==> config.mk <==
export PLATFORM = sky130hd
export DESIGN_NAME = mesi_line_ctrl
export DESIGN_NICKNAME = d
export VERILOG_FILES = /design/src/rtl/mesi_line_ctrl.sv
export SDC_FILE = /design/constraint.sdc
export NUM_CORES = 1
export LEC_CHECK = 0
export BUFFER_PORTS_ARGS = -buffer_cell sky130_fd_sc_hd__buf_4
export CAP_MARGIN = 20
export CELL_PAD_IN_SITES_DETAIL_PLACEMENT = 0
export CELL_PAD_IN_SITES_GLOBAL_PLACEMENT = 1
export CORE_MARGIN = 2
export CORE_UTILIZATION = 38
export CTS_BUF_LIST = sky130_fd_sc_hd__clkbuf_2
export CTS_CLUSTER_SIZE = 30
export DETAILED_ROUTE_END_ITERATION = 7
export PLACE_DENSITY_LB_ADDON = 0.12
export RECOVER_POWER = 50
export SLEW_MARGIN = 20
export SYNTH_ARGS = -nofsm -noshare
export SYNTH_HDL_FRONTEND = slang
export SYNTH_SLANG_ARGS = --single-unit
==> constraint.sdc <==
create_clock -name clk -period 2.3 [get_ports clk]
set_input_delay 0.115 -clock clk [delete_from_list [all_inputs] [get_ports clk]]
set_output_delay 0.115 -clock clk [all_outputs]
set_load 0.03 [all_outputs]
==> src/rtl/mesi_line_ctrl.sv <==
module mesi_line_ctrl #(
  parameter int LINES = 16
) (
  input  logic                                  clk,
  input  logic                                  rst_n,
  input  logic                                  cpu_valid,
  input  logic                                  cpu_write,
  input  logic [((LINES > 1) ? $clog2(LINES) : 1)-1:0] cpu_index,
  input  logic                                  fill_shared,
  input  logic                                  snp_valid,
  input  logic                                  snp_intent_wr,
  input  logic [((LINES > 1) ? $clog2(LINES) : 1)-1:0] snp_index,
  output logic [1:0]                            bus_req,
  output logic                                  snp_writeback,
  output logic [1:0]                            cpu_prev_state,
  output logic [1:0]                            cpu_next_state
);
  localparam int IW = (LINES > 1) ? $clog2(LINES) : 1;
  localparam logic [1:0] ST_I = 2'b00, ST_S = 2'b01, ST_E = 2'b10, ST_M = 2'b11;
  localparam logic [1:0] BR_NONE = 2'b00, BR_RD = 2'b01, BR_RFO = 2'b10, BR_UPG = 2'b11;

  logic [1:0] st [LINES];
  logic [1:0] snp_cur, snp_nxt;
  logic       collide;

  assign snp_cur       = st[snp_index];
  assign snp_writeback = snp_valid && (snp_cur == ST_M);
  assign collide       = snp_valid && cpu_valid && (snp_index == cpu_index);

  always_comb begin
    if (!snp_valid)         snp_nxt = snp_cur;
    else if (snp_intent_wr) snp_nxt = ST_I;
    else                    snp_nxt = (snp_cur == ST_I) ? ST_I : ST_S;
  end

  assign cpu_prev_state = collide ? snp_nxt : st[cpu_index];

  always_comb begin
    bus_req        = BR_NONE;
    cpu_next_state = cpu_prev_state;
    if (cpu_valid) begin
      if (cpu_write) begin
        cpu_next_state = ST_M;
        case (cpu_prev_state)
          ST_I:    bus_req = BR_RFO;
          ST_S:    bus_req = BR_UPG;
          default: bus_req = BR_NONE;
        endcase
      end else if (cpu_prev_state == ST_I) begin
        bus_req        = BR_RD;
        cpu_next_state = fill_shared ? ST_S : ST_E;
      end
    end
  end

  always_ff @(posedge clk) begin
    if (!rst_n) begin
      for (int i = 0; i < LINES; i++) st[i] <= ST_I;
    end else begin
      if (snp_valid) st[snp_index] <= snp_nxt;
      if (cpu_valid) st[cpu_index] <= cpu_next_state;
    end
  end

  assert_silent_e_write_R3: assert property (@(posedge clk) disable iff (!rst_n)
    (cpu_valid && cpu_write && cpu_prev_state == ST_E) |-> (bus_req == BR_NONE));

  assert_modified_sticks_R9: assert property (@(posedge clk) disable iff (!rst_n)
    (cpu_valid && cpu_prev_state == ST_M) |=> (st[$past(cpu_index)] == ST_M));

  assert_snoop_invalidates_R8: assert property (@(posedge clk) disable iff (!rst_n)
    (snp_valid && snp_intent_wr && !(cpu_valid && cpu_index == snp_index))
      |=> (st[$past(snp_index)] == ST_I));

  assert_wb_needs_snoop_R6: assert property (@(posedge clk) disable iff (!rst_n)
    snp_writeback |-> snp_valid);

  assert_bus_needs_cpu_R2: assert property (@(posedge clk) disable iff (!rst_n)
    (bus_req != BR_NONE) |-> cpu_valid);

  assert_write_ends_m_R4: assert property (@(posedge clk) disable iff (!rst_n)
    (cpu_valid && cpu_write) |=> (st[$past(cpu_index)] == ST_M));
endmodule

==> results of run 1 <==
==> cells in the mapped netlist <==
library cell	instances	area share, %
nor2_1	15	2.4
nand4b_1	1	0.37
o21ai_0	1	0.21
o22a_1	1	0.37
or2_2	1	0.27
buf_12	1	0.85
inv_2	1	0.16
buf_4	1	0.32
o311a_1	1	0.43
a21boi_0	1	0.32
mux2i_1	3	1.3
nor3_1	6	1.3
a31oi_1	1	0.27
a221oi_4	1	1.1
buf_1	1	0.16
and2_0	1	0.27
clkbuf_1	5	0.80
mux4_2	13	12
a211oi_2	1	0.53
mux4_1	3	3.4
nand2_1	40	6.4
xnor2_1	1	0.37
inv_1	8	1.3
nand3_1	36	7.7
o211a_1	1	0.43
nand2b_1	1	0.27
o22ai_1	17	4.5
a222oi_1	1	0.43
edfxtp_1	32	41
buf_2	3	0.64
nor3_4	1	0.69
a22oi_1	4	1.3
a22o_1	1	0.37
and2_1	5	1.3
buf_6	2	0.96
nor2b_1	3	0.80
nor2_4	9	4.3
==> cell families after synthesis <==
group                  count (synthesis)  share of synthesized area, %
flip-flops                            32                          41.0
AO/OA/AOI/OAI                         31                          10.3
multiplexers                          19                          17.1
buffers and inverters                 22                          5.17
AND/OR/NAND/NOR                      119                          26.1
XOR/XNOR                               1                         0.373
==> worst min path at each step <==
| stage | start | endpoint | slack, ns | depth (start not counted) |
|---|---|---|---|---|
| CTS | rst_n | st[5][1] | 0.20 | 2 |
| finish | snp_index[3] | st[5][0] | 0.31 | 4 |
| global placement | rst_n | st[14][1] | 0.58 | 2 |
| global route | snp_index[2] | st[3][0] | 0.29 | 4 |
| floorplan | cpu_valid | bus_req[0] | 0.43 | 2 |
| detailed placement | rst_n | st[0][1] | 0.58 | 2 |
==> metrics by stage <==
stage / hold slack, ns / cells / setup WS (ns) / setup TNS, ns
3_3_place_gp: 0.582 / 329 / -0.0645 / -0.896
4_1_cts: 0.204 / 337 / -0.350 / -3.92
5_1_grt: 0.294 / 336 / -0.474 / -8.35
3_5_place_dp: 0.584 / 329 / -0.0728 / -1.14
2_1_floorplan: 0.427 / 224 / 0.0214 / 0
6_report: 0.307 / 336 / -0.327 / -3.71
==> cells in the final DEF, fill, tap and decap left out, drive strengths merged, types with 3 or more instances in the layout <==
cell / instances
inv: 8
clkbuf: 7
buf: 43
a22oi: 4
nand3: 36
nand2: 40
nor3: 7
mux2i: 3
nor2: 24
o22ai: 17
edfxtp: 32
nor2b: 3
mux4: 16
and2: 6
==> critical path: stages, from the launching register on <==
cell	delay [ns]
edfxtp_1	0.45
mux4_2	0.48
a22o_1	0.25
a221oi_4	0.21
a211oi_2	0.13
o311a_1	0.35
buf_12	0.15
clkinv_4	0.03
buf_6	0.11
==> layout make-up <==
class                           instances  area share [%]
Multi-Input combinational cell        170            47.2
Inverter                                9            1.36
Clock buffer                            5           0.876
Tap cell                               75            3.29
Sequential cell                        32            33.7
Timing Repair Buffer                   45            13.6
==> report_power, final <==
group / internal, mW / switching, mW / total, mW
registers: 0.668 / 0.0134 / 0.681
logic: 0.199 / 0.263 / 0.462
clock network: 0.0583 / 0.177 / 0.235
==> metal layers <==
layer	vias up	GRT usage [%]	wire length, um	share of wire (%)
met3	4	3.91	365	5.3
met4	0	5.74	76	1.1
met5	-	0	0	0
met2	55	35.7	3390	49
met1	960	30.2	3090	45
li1	924	-	-	-
==> timing repair <==
action | CTS | global route
gates resized for setup | 22 | 12
setup buffers | 4 | 1
pin swaps | 12 | 6
endpoints found under the setup margin | 29 | 38
==> flow_metrics.py, run 1 <==
metrics = {
    "clocking": {
        "htreeDepth": 2,
        "cts_buffers": 5,
        "worstSkewPairLatency_ns": 0.36,
        "max-clock-path-buffers": 2,
        "cts.reportedPaths.clkPinSlew_ns": 0.16,
        "clockRootBuffer": "clkbuf_2",
        "cts_tree": "yes",
        "cts_hold_buf": 0,
        "clock-sinks": 32,
    },
    "drt": {
        "dr.first_iter.drc_count": 151,
        "final_antenna_net_count": 0,
        "drcViolationCount": 0,
        "avgRoutedWirePerCell_um": 20.6,
        "vias_per_cell": 5.78,
        "vias": 1943,
        "drt_first_pass_iters": 4,
        "drt_wl_total_um": 6920,
    },
    "sta": {
        "clock.fmax_ghz": 0.381,
        "min_period_over_period_pct": 114,
        "slew_violations": 0,
        "hold_viol": 0,
        "tightest_slew_ns": 1.05,
        "finalCriticalPeriod_ns": 2.63,
        "fin_skew_ns": 0.0164,
        "setup_viol": 30,
        "rsz0062_at_grt": "yes",
        "final.setup.worst_slack_ns": -0.327,
        "slew_headroom_pct": 30.3,
    },
    "setup_path": {
        "required_ns": 2.18,
        "cp_max_fo": 3,
        "r2r_cells": 9,
        "worstSetupStartpoint": "st[3][0]",
        "r2r_end": "st[10][0]",
        "cp-end-kind": "primary output",
        "worstSetupPathType": "register to primary output",
        "timing.rr.start": "st[3][0]",
        "crit_path_end": "cpu_next_state[1]",
        "crit_path_start_kind": "register",
        "cp.arrival_ns": 2.51,
        "r2r_slack_ns": -0.21,
    },
    "yosys": {
        "yosysSeqAreaShare_pct": 41.0,
        "yosys_warnings": 0,
        "syn-num-nets": 239,
        "synth.avg_cell_area_um2": 10.5,
        "synth_area_mm2": 0.00235,
        "synth_seq_cells": 32,
        "ys_types": 37,
        "synthCells": 224,
    },
    "status": {
        "violations": "setup timing",
        "status": "complete, but fails checks",
    },
    "finish": {
        "design_area_mm2": 0.00286,
        "regMostFlops": "st",
        "fillers": 587,
        "largest_reg_flops": 32,
        "syn_to_final_growth_pct": 21.7,
        "num_antenna_cells": 0,
        "drive_gt1_share_pct": 36.4,
        "regArea_um2": 961,
        "multi_input_area_mm2": 0.00135,
        "layout.nets": 278,
        "top_regs": "st x32",
        "fin_util_pct": 47.9,
    },
    "placement": {
        "placed_area_mm2": 0.00272,
        "port_buffers": 21,
        "hpwl_um": 5020,
        "gp_congestion": 0.808,
    },
    "global_routing": {
        "grt_pass1_wl_um": 10300,
        "groute.usage.overall_pct": 21.9,
        "grt_max_degree": 21,
        "antenna_found_initial": 0,
        "grt_pass1_vias": 1793,
        "grt_remaining_overflow": 0,
    },
    "floorplan": {
        "die_w_um": 82.6,
        "start_util_pct": 39.4,
        "ios": 22,
        "core_mm2": 0.00596,
        "num_rows": 28,
        "die_h_um": 82.6,
        "fp.dieArea_mm2": 0.00682,
    },
    "pwr": {
        "leakage_nw": 1.01,
        "power_density_mw_per_mm2": 483,
        "total_power_mw": 1.38,
        "max-vdd-ir-drop_mv": 0.203,
    },
    "worst_hold_path": {
        "hold_class": "input port to register",
    },
    "job": {
        "cap_violations": 0,
    },
}
Note: power is estimated with default switching activity, not from simulation.
==> inputs of run 2 (changes only) <==
Settings changed: RECOVER_POWER 50 to unset.
==> run 2 against run 1 <==
Compared with the run above: largest cell class unchanged; via count up 2.4%; combinational power about the same; clock power about the same; clock-buffer cell count unchanged; the run still ends with setup timing left.
==> flow_metrics.py, run 2 (same netlist as run 1, synthesis figures left out) <==
metrics = {
    "status": {
        "status": "complete, but fails checks",
        "violations": "setup timing",
    },
    "sta": {
        "setup_viol": 30,
        "slew_headroom_pct": 51.7,
        "hold_viol": 0,
        "final.setup.worst_slack_ns": -0.328,
        "finalCriticalPeriod_ns": 2.63,
        "tightest_slew_ns": 0.719,
        "fin_skew_ns": 0.0159,
        "clock.fmax_ghz": 0.381,
        "rsz0062_at_grt": "yes",
        "min_period_over_period_pct": 114,
        "tns_ns": -3.64,
        "slew_violations": 0,
    },
    "worst_hold_path": {
        "hold_depth": 2,
        "hold_class": "input port to register",
        "min_from": "rst_n",
        "hold-path-endpoint": "st[14][0]",
    },
    "finish": {
        "layout_commonest_cell": "nand2_1",
        "drive_gt1_share_pct": 37.2,
        "fin_cells": 336,
        "layout.nets": 278,
        "fillers": 586,
        "regArea_um2": 961,
        "num_antenna_cells": 0,
        "multi_input_area_mm2": 0.00135,
        "top_regs": "st x32",
        "largest_reg_flops": 32,
        "regMostFlops": "st",
        "syn_to_final_growth_pct": 22.0,
        "mostFrequentLayoutCells": "nand2_1, nand3_1, buf_4",
    },
    "floorplan": {
        "die_w_um": 82.6,
        "fp.dieArea_mm2": 0.00682,
        "start_util_pct": 39.4,
        "num_rows": 28,
        "die_h_um": 82.6,
        "core_mm2": 0.00596,
        "ios": 22,
    },
    "drt": {
        "drt_wl_total_um": 6980,
        "drcViolationCount": 0,
        "vias_per_cell": 5.92,
        "avgRoutedWirePerCell_um": 20.8,
        "vias": 1990,
        "dr.first_iter.drc_count": 153,
        "final_antenna_net_count": 0,
        "drt_first_pass_iters": 5,
    },
    "clocking": {
        "worstSkewPairLatency_ns": 0.36,
        "cts.reportedPaths.clkPinSlew_ns": 0.15,
        "cts_tree": "yes",
        "max-clock-path-buffers": 2,
        "cts_buffers": 5,
        "cts_hold_buf": 0,
        "htreeDepth": 2,
        "clock-sinks": 32,
        "clockRootBuffer": "clkbuf_2",
    },
    "global_routing": {
        "groute.usage.overall_pct": 21.9,
        "grt_pass1_wl_um": 10300,
        "grt_remaining_overflow": 0,
        "antenna_found_initial": 0,
        "grt_pass1_vias": 1793,
        "grt_max_degree": 21,
    },
    "pwr": {
        "max-vdd-ir-drop_mv": 0.204,
        "p_sw_mw": 0.455,
        "pwr-share-comb_pct": 33.6,
        "p_int_mw": 0.926,
        "power_frac_seq_pct": 49.3,
        "power_density_mw_per_mm2": 482,
        "leakage_nw": 1.02,
        "p_clk_share_pct": 17.1,
        "netSwitchingFraction_pct": 32.9,
    },
    "job": {
        "cap_violations": 0,
    },
    "setup_path": {
        "cp_max_fo": 3,
        "worstSetupPathType": "register to primary output",
        "r2r_slack_ns": -0.21,
        "required_ns": 2.18,
        "timing.rr.start": "st[3][0]",
        "cp-end-kind": "primary output",
        "r2r_end": "st[10][0]",
        "r2r_cells": 9,
        "cp.arrival_ns": 2.51,
        "crit_path_start_kind": "register",
    },
    "placement": {
        "hpwl_um": 5020,
        "place_inst": 329,
        "gp_congestion": 0.808,
        "port_buffers": 21,
    },
}
## run 2: stage by stage
stage	util [%]	hold WS, ns	worst slack (ns)	cell area (um2)	total power, mW
after global placement	45.6	0.582	-0.0645	2720	1.11
after CTS	47.8	0.204	-0.350	2840	1.38
after detailed placement	45.6	0.584	-0.0728	2720	1.11
after floorplan	-	0.427	0.0214	2360	0.952
after global routing	48.1	0.191	-0.474	2860	1.44
final	48.1	0.211	-0.328	2860	1.38
## run 2: final cells by class
class | count | share of cell area, %
sequential | 32 | 33.6
tap | 75 | 3.28
clock buffer | 5 | 0.874
multi-input combinational | 170 | 47.1
timing repair buffer | 45 | 13.9
inverter | 9 | 1.35
## run 2: metal layers
layer	part of all wire (%)	GRT usage, %	vias up	wire, um
met5	0	0	-	0
li1	-	-	923	-
met3	6.3	3.91	10	437
met2	49	35.7	86	3410
met4	1.5	5.74	0	108
met1	43	30.2	971	3020
## run 2: power groups by stage
stage / registers (mW) / logic [mW] / clock network (mW)
2_1_floorplan: 0.687 / 0.265 / 0
3_3_place_gp: 0.693 / 0.413 / 0
3_5_place_dp: 0.694 / 0.414 / 0
4_1_cts: 0.680 / 0.460 / 0.238
5_1_grt: 0.683 / 0.491 / 0.261
6_report: 0.681 / 0.463 / 0.237
## run 2: worst max-delay path by stage
stage / slack, ns / cells past startpoint / start / end
CTS: -0.35 / 8 / st[3][0] / cpu_next_state[1]
global placement: -0.06 / 7 / st[9][0] / st[13][1]
global route: -0.47 / 9 / st[3][0] / cpu_next_state[0]
detailed placement: -0.07 / 9 / snp_index[0] / st[13][0]
finish: -0.33 / 8 / st[3][0] / cpu_next_state[1]
floorplan: 0.02 / 7 / st[1][0] / st[10][0]
## run 2: worst max-delay path, cell delays in order, from the launching register on
cell	delay (ns)
edfxtp_1	0.44
mux4_2	0.48
a22o_1	0.25
a221oi_4	0.21
a211oi_2	0.13
o311a_1	0.35
buf_12	0.15
clkinv_4	0.03
buf_6	0.11
## run 2: repair_timing
item                                    4_1_cts  5_1_grt
cloned                                        0        0
pin swaps                                    12        6
hold endpoints to repair                      0        0
endpoints found under the setup margin       29       38
buffers inserted                              4        1
resized for setup                            22       12
